`src/rtl/spi_rate_pkg.sv`:
```
package spi_rate_pkg;
  localparam int DIV_W   = 2;
  localparam int BRG_W   = 6;
  localparam int BRG_LO  = 4;
  localparam int BRG_HI  = 63;
  localparam int DIV_HI  = (1 << DIV_W) - 1;
  localparam int PRE_W   = DIV_HI + 2;
  localparam int MIN_RATIO = (2 << 0) * 2 * (BRG_LO + 1);
  localparam int MAX_RATIO = (2 << DIV_HI) * 2 * (BRG_HI + 1);

  typedef struct packed {
    logic [DIV_W-1:0] div;
    logic [BRG_W-1:0] brg;
  } rate_cfg_t;

  localparam rate_cfg_t CFG_FASTEST = '{div: '0, brg: BRG_W'(BRG_LO)};
  localparam rate_cfg_t CFG_SLOWEST = '{div: DIV_W'(DIV_HI), brg: BRG_W'(BRG_HI)};
endpackage

```
`src/rtl/spi_rate_cand.sv`:
```
module spi_rate_cand
  import spi_rate_pkg::*;
#(
  parameter int RATIO_W = 16
) (
  input  logic [RATIO_W-1:0] ratio,
  input  logic [DIV_W-1:0]   div,
  output logic               too_fast,
  output logic               fits,
  output logic [BRG_W-1:0]   brg
);
  logic [DIV_W:0]   shamt;
  logic [RATIO_W-1:0] quot;

  // quotient is BRG+1 for this prescaler candidate
  assign shamt    = {1'b0, div} + (DIV_W+1)'(2);
  assign quot     = ratio >> shamt;
  assign too_fast = quot < RATIO_W'(BRG_LO + 1);
  assign fits     = quot <= RATIO_W'(BRG_HI + 1);
  assign brg      = BRG_W'(quot - RATIO_W'(1));
endmodule

```
`src/rtl/spi_rate_solver.sv`:
```
module spi_rate_solver
  import spi_rate_pkg::*;
#(
  parameter int RATIO_W = 16
) (
  input  logic               clk,
  input  logic               rst_ni,
  input  logic               start,
  input  logic [RATIO_W-1:0] ratio,
  output logic               busy,
  output logic               done,
  output logic               err,
  output rate_cfg_t          result
);
  typedef enum logic {S_IDLE, S_SEARCH} state_t;

  state_t             state_q, state_d;
  logic [DIV_W-1:0]   idx_q, idx_d;
  logic [RATIO_W-1:0] ratio_q, ratio_d;
  rate_cfg_t          res_q, res_d;
  logic               done_q, done_d;
  logic               err_q, err_d;

  logic               c_fast, c_fits;
  logic [BRG_W-1:0]   c_brg;

  spi_rate_cand #(.RATIO_W(RATIO_W)) i_cand (
    .ratio    (ratio_q),
    .div      (idx_q),
    .too_fast (c_fast),
    .fits     (c_fits),
    .brg      (c_brg)
  );

  always_comb begin
    state_d = state_q;
    idx_d   = idx_q;
    ratio_d = ratio_q;
    res_d   = res_q;
    done_d  = 1'b0;
    err_d   = 1'b0;
    unique case (state_q)
      S_IDLE: begin
        if (start) begin
          if (ratio == '0) begin
            err_d = 1'b1;
          end else begin
            state_d = S_SEARCH;
            ratio_d = ratio;
            idx_d   = '0;
          end
        end
      end
      S_SEARCH: begin
        if (c_fast) begin
          res_d   = '{div: idx_q, brg: BRG_W'(BRG_LO)};
          done_d  = 1'b1;
          state_d = S_IDLE;
        end else if (c_fits) begin
          res_d   = '{div: idx_q, brg: c_brg};
          done_d  = 1'b1;
          state_d = S_IDLE;
        end else if (idx_q == DIV_W'(DIV_HI)) begin
          res_d   = CFG_SLOWEST;
          done_d  = 1'b1;
          state_d = S_IDLE;
        end else begin
          idx_d = idx_q + DIV_W'(1);
        end
      end
      default: state_d = S_IDLE;
    endcase
  end

  always_ff @(posedge clk or negedge rst_ni) begin
    if (!rst_ni) begin
      state_q <= S_IDLE;
      idx_q   <= '0;
      ratio_q <= '0;
      res_q   <= CFG_FASTEST;
      done_q  <= 1'b0;
      err_q   <= 1'b0;
    end else begin
      state_q <= state_d;
      idx_q   <= idx_d;
      ratio_q <= ratio_d;
      res_q   <= res_d;
      done_q  <= done_d;
      err_q   <= err_d;
    end
  end

  assign busy   = (state_q == S_SEARCH);
  assign done   = done_q;
  assign err    = err_q;
  assign result = res_q;
endmodule

```
`src/rtl/spi_sclk_gen.sv`:
```
module spi_sclk_gen
  import spi_rate_pkg::*;
(
  input  logic      clk,
  input  logic      rst_ni,
  input  logic      en,
  input  logic      idle_lvl,
  input  rate_cfg_t cfg_in,
  output rate_cfg_t act_cfg,
  output logic      sclk
);
  rate_cfg_t        act_q, act_d;
  logic [PRE_W-1:0] pre_q, pre_d;
  logic [BRG_W-1:0] lin_q, lin_d;
  logic             sclk_q, sclk_d;
  logic [PRE_W-1:0] pre_last;

  assign pre_last = (PRE_W'(2) << act_q.div) - PRE_W'(1);

  always_comb begin
    act_d  = act_q;
    pre_d  = pre_q;
    lin_d  = lin_q;
    sclk_d = sclk_q;
    if (!en) begin
      act_d  = cfg_in;
      pre_d  = '0;
      lin_d  = '0;
      sclk_d = idle_lvl;
    end else begin
      pre_d = pre_q + PRE_W'(1);
      if (pre_q == pre_last) begin
        pre_d = '0;
        if (lin_q == act_q.brg) begin
          lin_d  = '0;
          sclk_d = ~sclk_q;
        end else begin
          lin_d = lin_q + BRG_W'(1);
        end
      end
    end
  end

  always_ff @(posedge clk or negedge rst_ni) begin
    if (!rst_ni) begin
      act_q  <= CFG_FASTEST;
      pre_q  <= '0;
      lin_q  <= '0;
      sclk_q <= 1'b0;
    end else begin
      act_q  <= act_d;
      pre_q  <= pre_d;
      lin_q  <= lin_d;
      sclk_q <= sclk_d;
    end
  end

  assign act_cfg = act_q;
  assign sclk    = sclk_q;
endmodule

```
`src/rtl/spi_rate_gen.sv`:
```
module spi_rate_gen
  import spi_rate_pkg::*;
#(
  parameter int RATIO_W = 16
) (
  input  logic               clk,
  input  logic               rst_n,
  input  logic               start,
  input  logic [RATIO_W-1:0] ratio,
  input  logic               sclk_en,
  input  logic               sclk_idle,
  output logic               busy,
  output logic               done,
  output logic               err,
  output logic [DIV_W-1:0]   div_o,
  output logic [BRG_W-1:0]   brg_o,
  output logic [RATIO_W-1:0] min_ratio,
  output logic [RATIO_W-1:0] max_ratio,
  output logic               sclk
);
  logic [1:0] rst_pipe_q;
  logic       rst_i;
  rate_cfg_t  sol_cfg;
  rate_cfg_t  act_cfg;
  logic [DIV_W-1:0] act_div;
  logic [BRG_W-1:0] act_brg;

  // asserted asynchronously, released on the clock
  always_ff @(posedge clk or negedge rst_n) begin
    if (!rst_n) rst_pipe_q <= 2'b00;
    else        rst_pipe_q <= {rst_pipe_q[0], 1'b1};
  end
  assign rst_i = rst_pipe_q[1];

  spi_rate_solver #(.RATIO_W(RATIO_W)) i_solver (
    .clk    (clk),
    .rst_ni (rst_i),
    .start  (start),
    .ratio  (ratio),
    .busy   (busy),
    .done   (done),
    .err    (err),
    .result (sol_cfg)
  );

  spi_sclk_gen i_gen (
    .clk      (clk),
    .rst_ni   (rst_i),
    .en       (sclk_en),
    .idle_lvl (sclk_idle),
    .cfg_in   (sol_cfg),
    .act_cfg  (act_cfg),
    .sclk     (sclk)
  );

  assign act_div   = act_cfg.div;
  assign act_brg   = act_cfg.brg;
  assign div_o     = sol_cfg.div;
  assign brg_o     = sol_cfg.brg;
  assign min_ratio = RATIO_W'(MIN_RATIO);
  assign max_ratio = RATIO_W'(MAX_RATIO);
endmodule

```
`config.mk`:
```
export PLATFORM = sky130hd
export DESIGN_NAME = spi_rate_gen
export DESIGN_NICKNAME = d
export VERILOG_FILES = /design/src/rtl/spi_rate_pkg.sv /design/src/rtl/spi_rate_cand.sv /design/src/rtl/spi_rate_solver.sv /design/src/rtl/spi_sclk_gen.sv /design/src/rtl/spi_rate_gen.sv
export SDC_FILE = /design/constraint.sdc
export NUM_CORES = 1
export LEC_CHECK = 0
export BUFFER_PORTS_ARGS = -buffer_cell sky130_fd_sc_hd__buf_2
export CAP_MARGIN = 5
export CELL_PAD_IN_SITES_DETAIL_PLACEMENT = 1
export CELL_PAD_IN_SITES_GLOBAL_PLACEMENT = 1
export CORE_MARGIN = 3
export CORE_UTILIZATION = 40
export DETAILED_ROUTE_END_ITERATION = 16
export GPL_TIMING_DRIVEN = 0
export PLACE_DENSITY_LB_ADDON = 0.1
export SYNTH_ARGS = -nofsm -noshare
export SYNTH_HDL_FRONTEND = slang
export SYNTH_HIERARCHICAL = 1
export SYNTH_SLANG_ARGS = --single-unit
```
`constraint.sdc`:
```
create_clock -name clk -period 1.7 [get_ports clk]
set_input_delay 0.085 -clock clk [delete_from_list [all_inputs] [get_ports clk]]
set_output_delay 0.085 -clock clk [all_outputs]
set_load 0.01 [all_outputs]
```
==> results.sh <==
export IMPL_routed_wirelength_um=6746
export IMPL_nNetsFinal=390
export IMPL_critical_path_max_fanout=5
export IMPL_grt_use_total_pct=16.29
export IMPL_root_buffer="clkbuf_8"
export IMPL_die_x_um=92.93
export IMPL_min_path_type="in2reg"
export IMPL_viasPerCell=4.886
export IMPL_dp_cells=434
export IMPL_syn_area_per_cell_um2=11.15
export IMPL_cp_arrival_ns=2.71
export IMPL_max_slew_margin_rel_pct=61.75
export IMPL_crit_path_end="i_solver/idx_q[0]"
export IMPL_pwr_share_seq_pct=34.4
export IMPL_antenna_found_initial=0
export IMPL_cts_buffer_depth=2
export IMPL_drtAntennaViolNets=0
export IMPL_dr_pass1_iters=4
export IMPL_wl_per_cell_um=14.54
export IMPL_io_pin_count=65
export IMPL_drt_iter0_drc=46
export IMPL_violations="setup timing"
export IMPL_core_area_um2=7292
export IMPL_sw_frac_of_total_pct=38.83
export IMPL_start_kind="register"
export IMPL_required_ns=1.93
export IMPL_r2r_cells=12
export IMPL_hold_viol_final=0
export IMPL_syn_area_um2=3023
export IMPL_ff2ff_setup_slack_ns=-0.78
export IMPL_final_common_cell="buf_4"
export IMPL_p_leak_nw=1.671
export IMPL_vdd_drop_max_uv=719.8
export IMPL_p_switching_w=0.002174
export IMPL_maxCapViolations=0
export IMPL_hpwlAfterDp_um=5024
export IMPL_cts_inserted_buffers=5
export IMPL_powerDensity_nw_per_um2=1425
export IMPL_start_util_pct=41.46
export IMPL_clk_pin_slew_ns=0.09
export IMPL_clkPwrFrac_pct=12.9
export IMPL_crit_start="i_solver/idx_q[1]"
export IMPL_grt_setup_unrepaired="true"
export IMPL_rows=31
export IMPL_pre_cts_slack_ns=-1.081
export IMPL_gr_total_overflow=0
export IMPL_critPathKind="reg2reg"
export IMPL_setup_viol=12
export IMPL_final_fill_count=832
export IMPL_power_internal_w=0.003425
export IMPL_port_buffers=32
export IMPL_status="finished, violations left"
export IMPL_post_route_period_util_pct=146.1
export IMPL_vias=2267
export IMPL_area_growth_pct=30.01
export IMPL_fin_skew_ns=0.005595
export IMPL_finalMaxSlewViolations=0
export IMPL_die_y_um=92.93
export IMPL_fmax_ghz=0.4026
export IMPL_yosysWarnings=6
export IMPL_final_cells=464
export IMPL_pwr_share_comb_pct=52.7
export IMPL_final_cell_mix="buf_4 (47), dfrtp_1 (41), conb_1 (33), buf_2 (33), mux2_2 (18)"
export IMPL_clk_latency_ns=0.30
export IMPL_endpoint_kind="register"
export IMPL_clock_sinks=49
export IMPL_grt_pass1_vias=2374
export IMPL_fin_ws_ns=-0.7836
export IMPL_crit_reg2reg_capture="i_solver/idx_q[0]"
export IMPL_die_area_um2=8636
export IMPL_fin_crit_ns=2.484
export IMPL_drcViolationCount=0
export IMPL_postSynthCellCount=271
export IMPL_drive_above_1_share_pct=47.67
export IMPL_gp_congestion=0.8032
export IMPL_worst_pin_slew_ns=0.5737
export IMPL_cts_tree="done"
export IMPL_htreeDepth=2
export IMPL_rr_startpoint="i_solver/idx_q[1]"
export IMPL_diodes=0
export IMPL_grt_max_degree=30
export IMPL_grt_pass1_wl_um=11400
==> how the worst min path moves through the flow <==
stage          startpoint                    to  slack [ns]  cells after the start
2_1_floorplan       rst_n         rst_pipe_q[0]       -0.21                      0
3_3_place_gp        rst_n         rst_pipe_q[0]       -0.13                      1
3_5_place_dp        rst_n         rst_pipe_q[0]       -0.12                      1
4_1_cts         ratio[15]  i_solver/ratio_q[15]        0.03                      2
5_1_grt             start          i_solver/err        0.03                      3
6_report        ratio[15]  i_solver/ratio_q[15]        0.04                      2
==> stage by stage <==
step	power [W]	area [um^2]	utilization (%)	TNS (ns)	hold WS (ns)
floorplan	0.003790	3166	-	-7.760	-0.2106
global placement	0.004287	3450	47.31	-28.49	-0.1280
detailed placement	0.004385	3471	47.60	-12.61	-0.1248
CTS	0.005453	3804	52.16	-8.706	0.03099
global route	0.006025	3930	53.90	-10.10	0.02830
finish	0.005599	3930	53.90	-8.301	0.04155
==> layout make-up <==
cell class              count  area (um^2)  area share, %
plain buffers              41        324.1          8.246
clock buffers               6        82.58          2.101
clock inverters             2        13.76         0.3502
inverters                   7        33.78         0.8596
multi-input cells         205         1724          43.87
flip-flops and latches     49         1236          31.46
well taps                  99        123.9          3.152
repair buffers             55        391.6          9.965
==> flip-flops by register name, indices dropped and copies added (netlist names) <==
signal	flops
i_gen/act_cfg	8
i_solver/err	1
i_solver/busy	1
i_solver/ratio_q	14
i_gen/sclk	1
i_gen/lin_q	6
i_solver/idx_q	2
i_solver/done	1
i_solver/result	8
i_gen/pre_q	5
rst_pipe_q	2
==> routing by layer <==
metal | vias up | share of wire [%] | wire length [um] | GRT usage (%)
met5 | - | 0 | 0 | 0
met4 | 0 | 0.82 | 55 | 3.907
met1 | 1135 | 41 | 2754 | 18.55
met3 | 8 | 3.6 | 244 | 3.412
met2 | 37 | 55 | 3691 | 30.77
li1 | 1087 | - | - | -
==> power by group through the flow <==
stage               Sequential [W]  Combinational [W]  Clock, W
finish                     0.00192            0.00295  0.000724
global route               0.00200            0.00323  0.000796
CTS                        0.00193            0.00277  0.000756
detailed placement         0.00197            0.00241         0
global placement           0.00196            0.00233         0
floorplan                  0.00188            0.00191         0
==> worst max-delay path, stage by stage, from the launching register on <==
cell	delay, ns
dfrtp_1	0.40
buf_6	0.13
buf_8	0.11
mux4_2	0.34
inv_2	0.06
buf_6	0.11
ha_4	0.17
inv_8	0.06
a2111oi_4	0.05
buf_4	0.16
or4b_4	0.54
or2_1	0.22
o21ai_1	0.07
==> what timing repair did <==
action | in CTS | in global routing
endpoints found under the setup margin | 26 | 33
pin swaps | 10 | 14
hold buffers | 1 | 0
buffers inserted | 15 | 6
endpoints found under the hold margin | 2 | 0
gates resized for setup | 25 | 19
No activity file was read; power rests on OpenSTA's default activity.
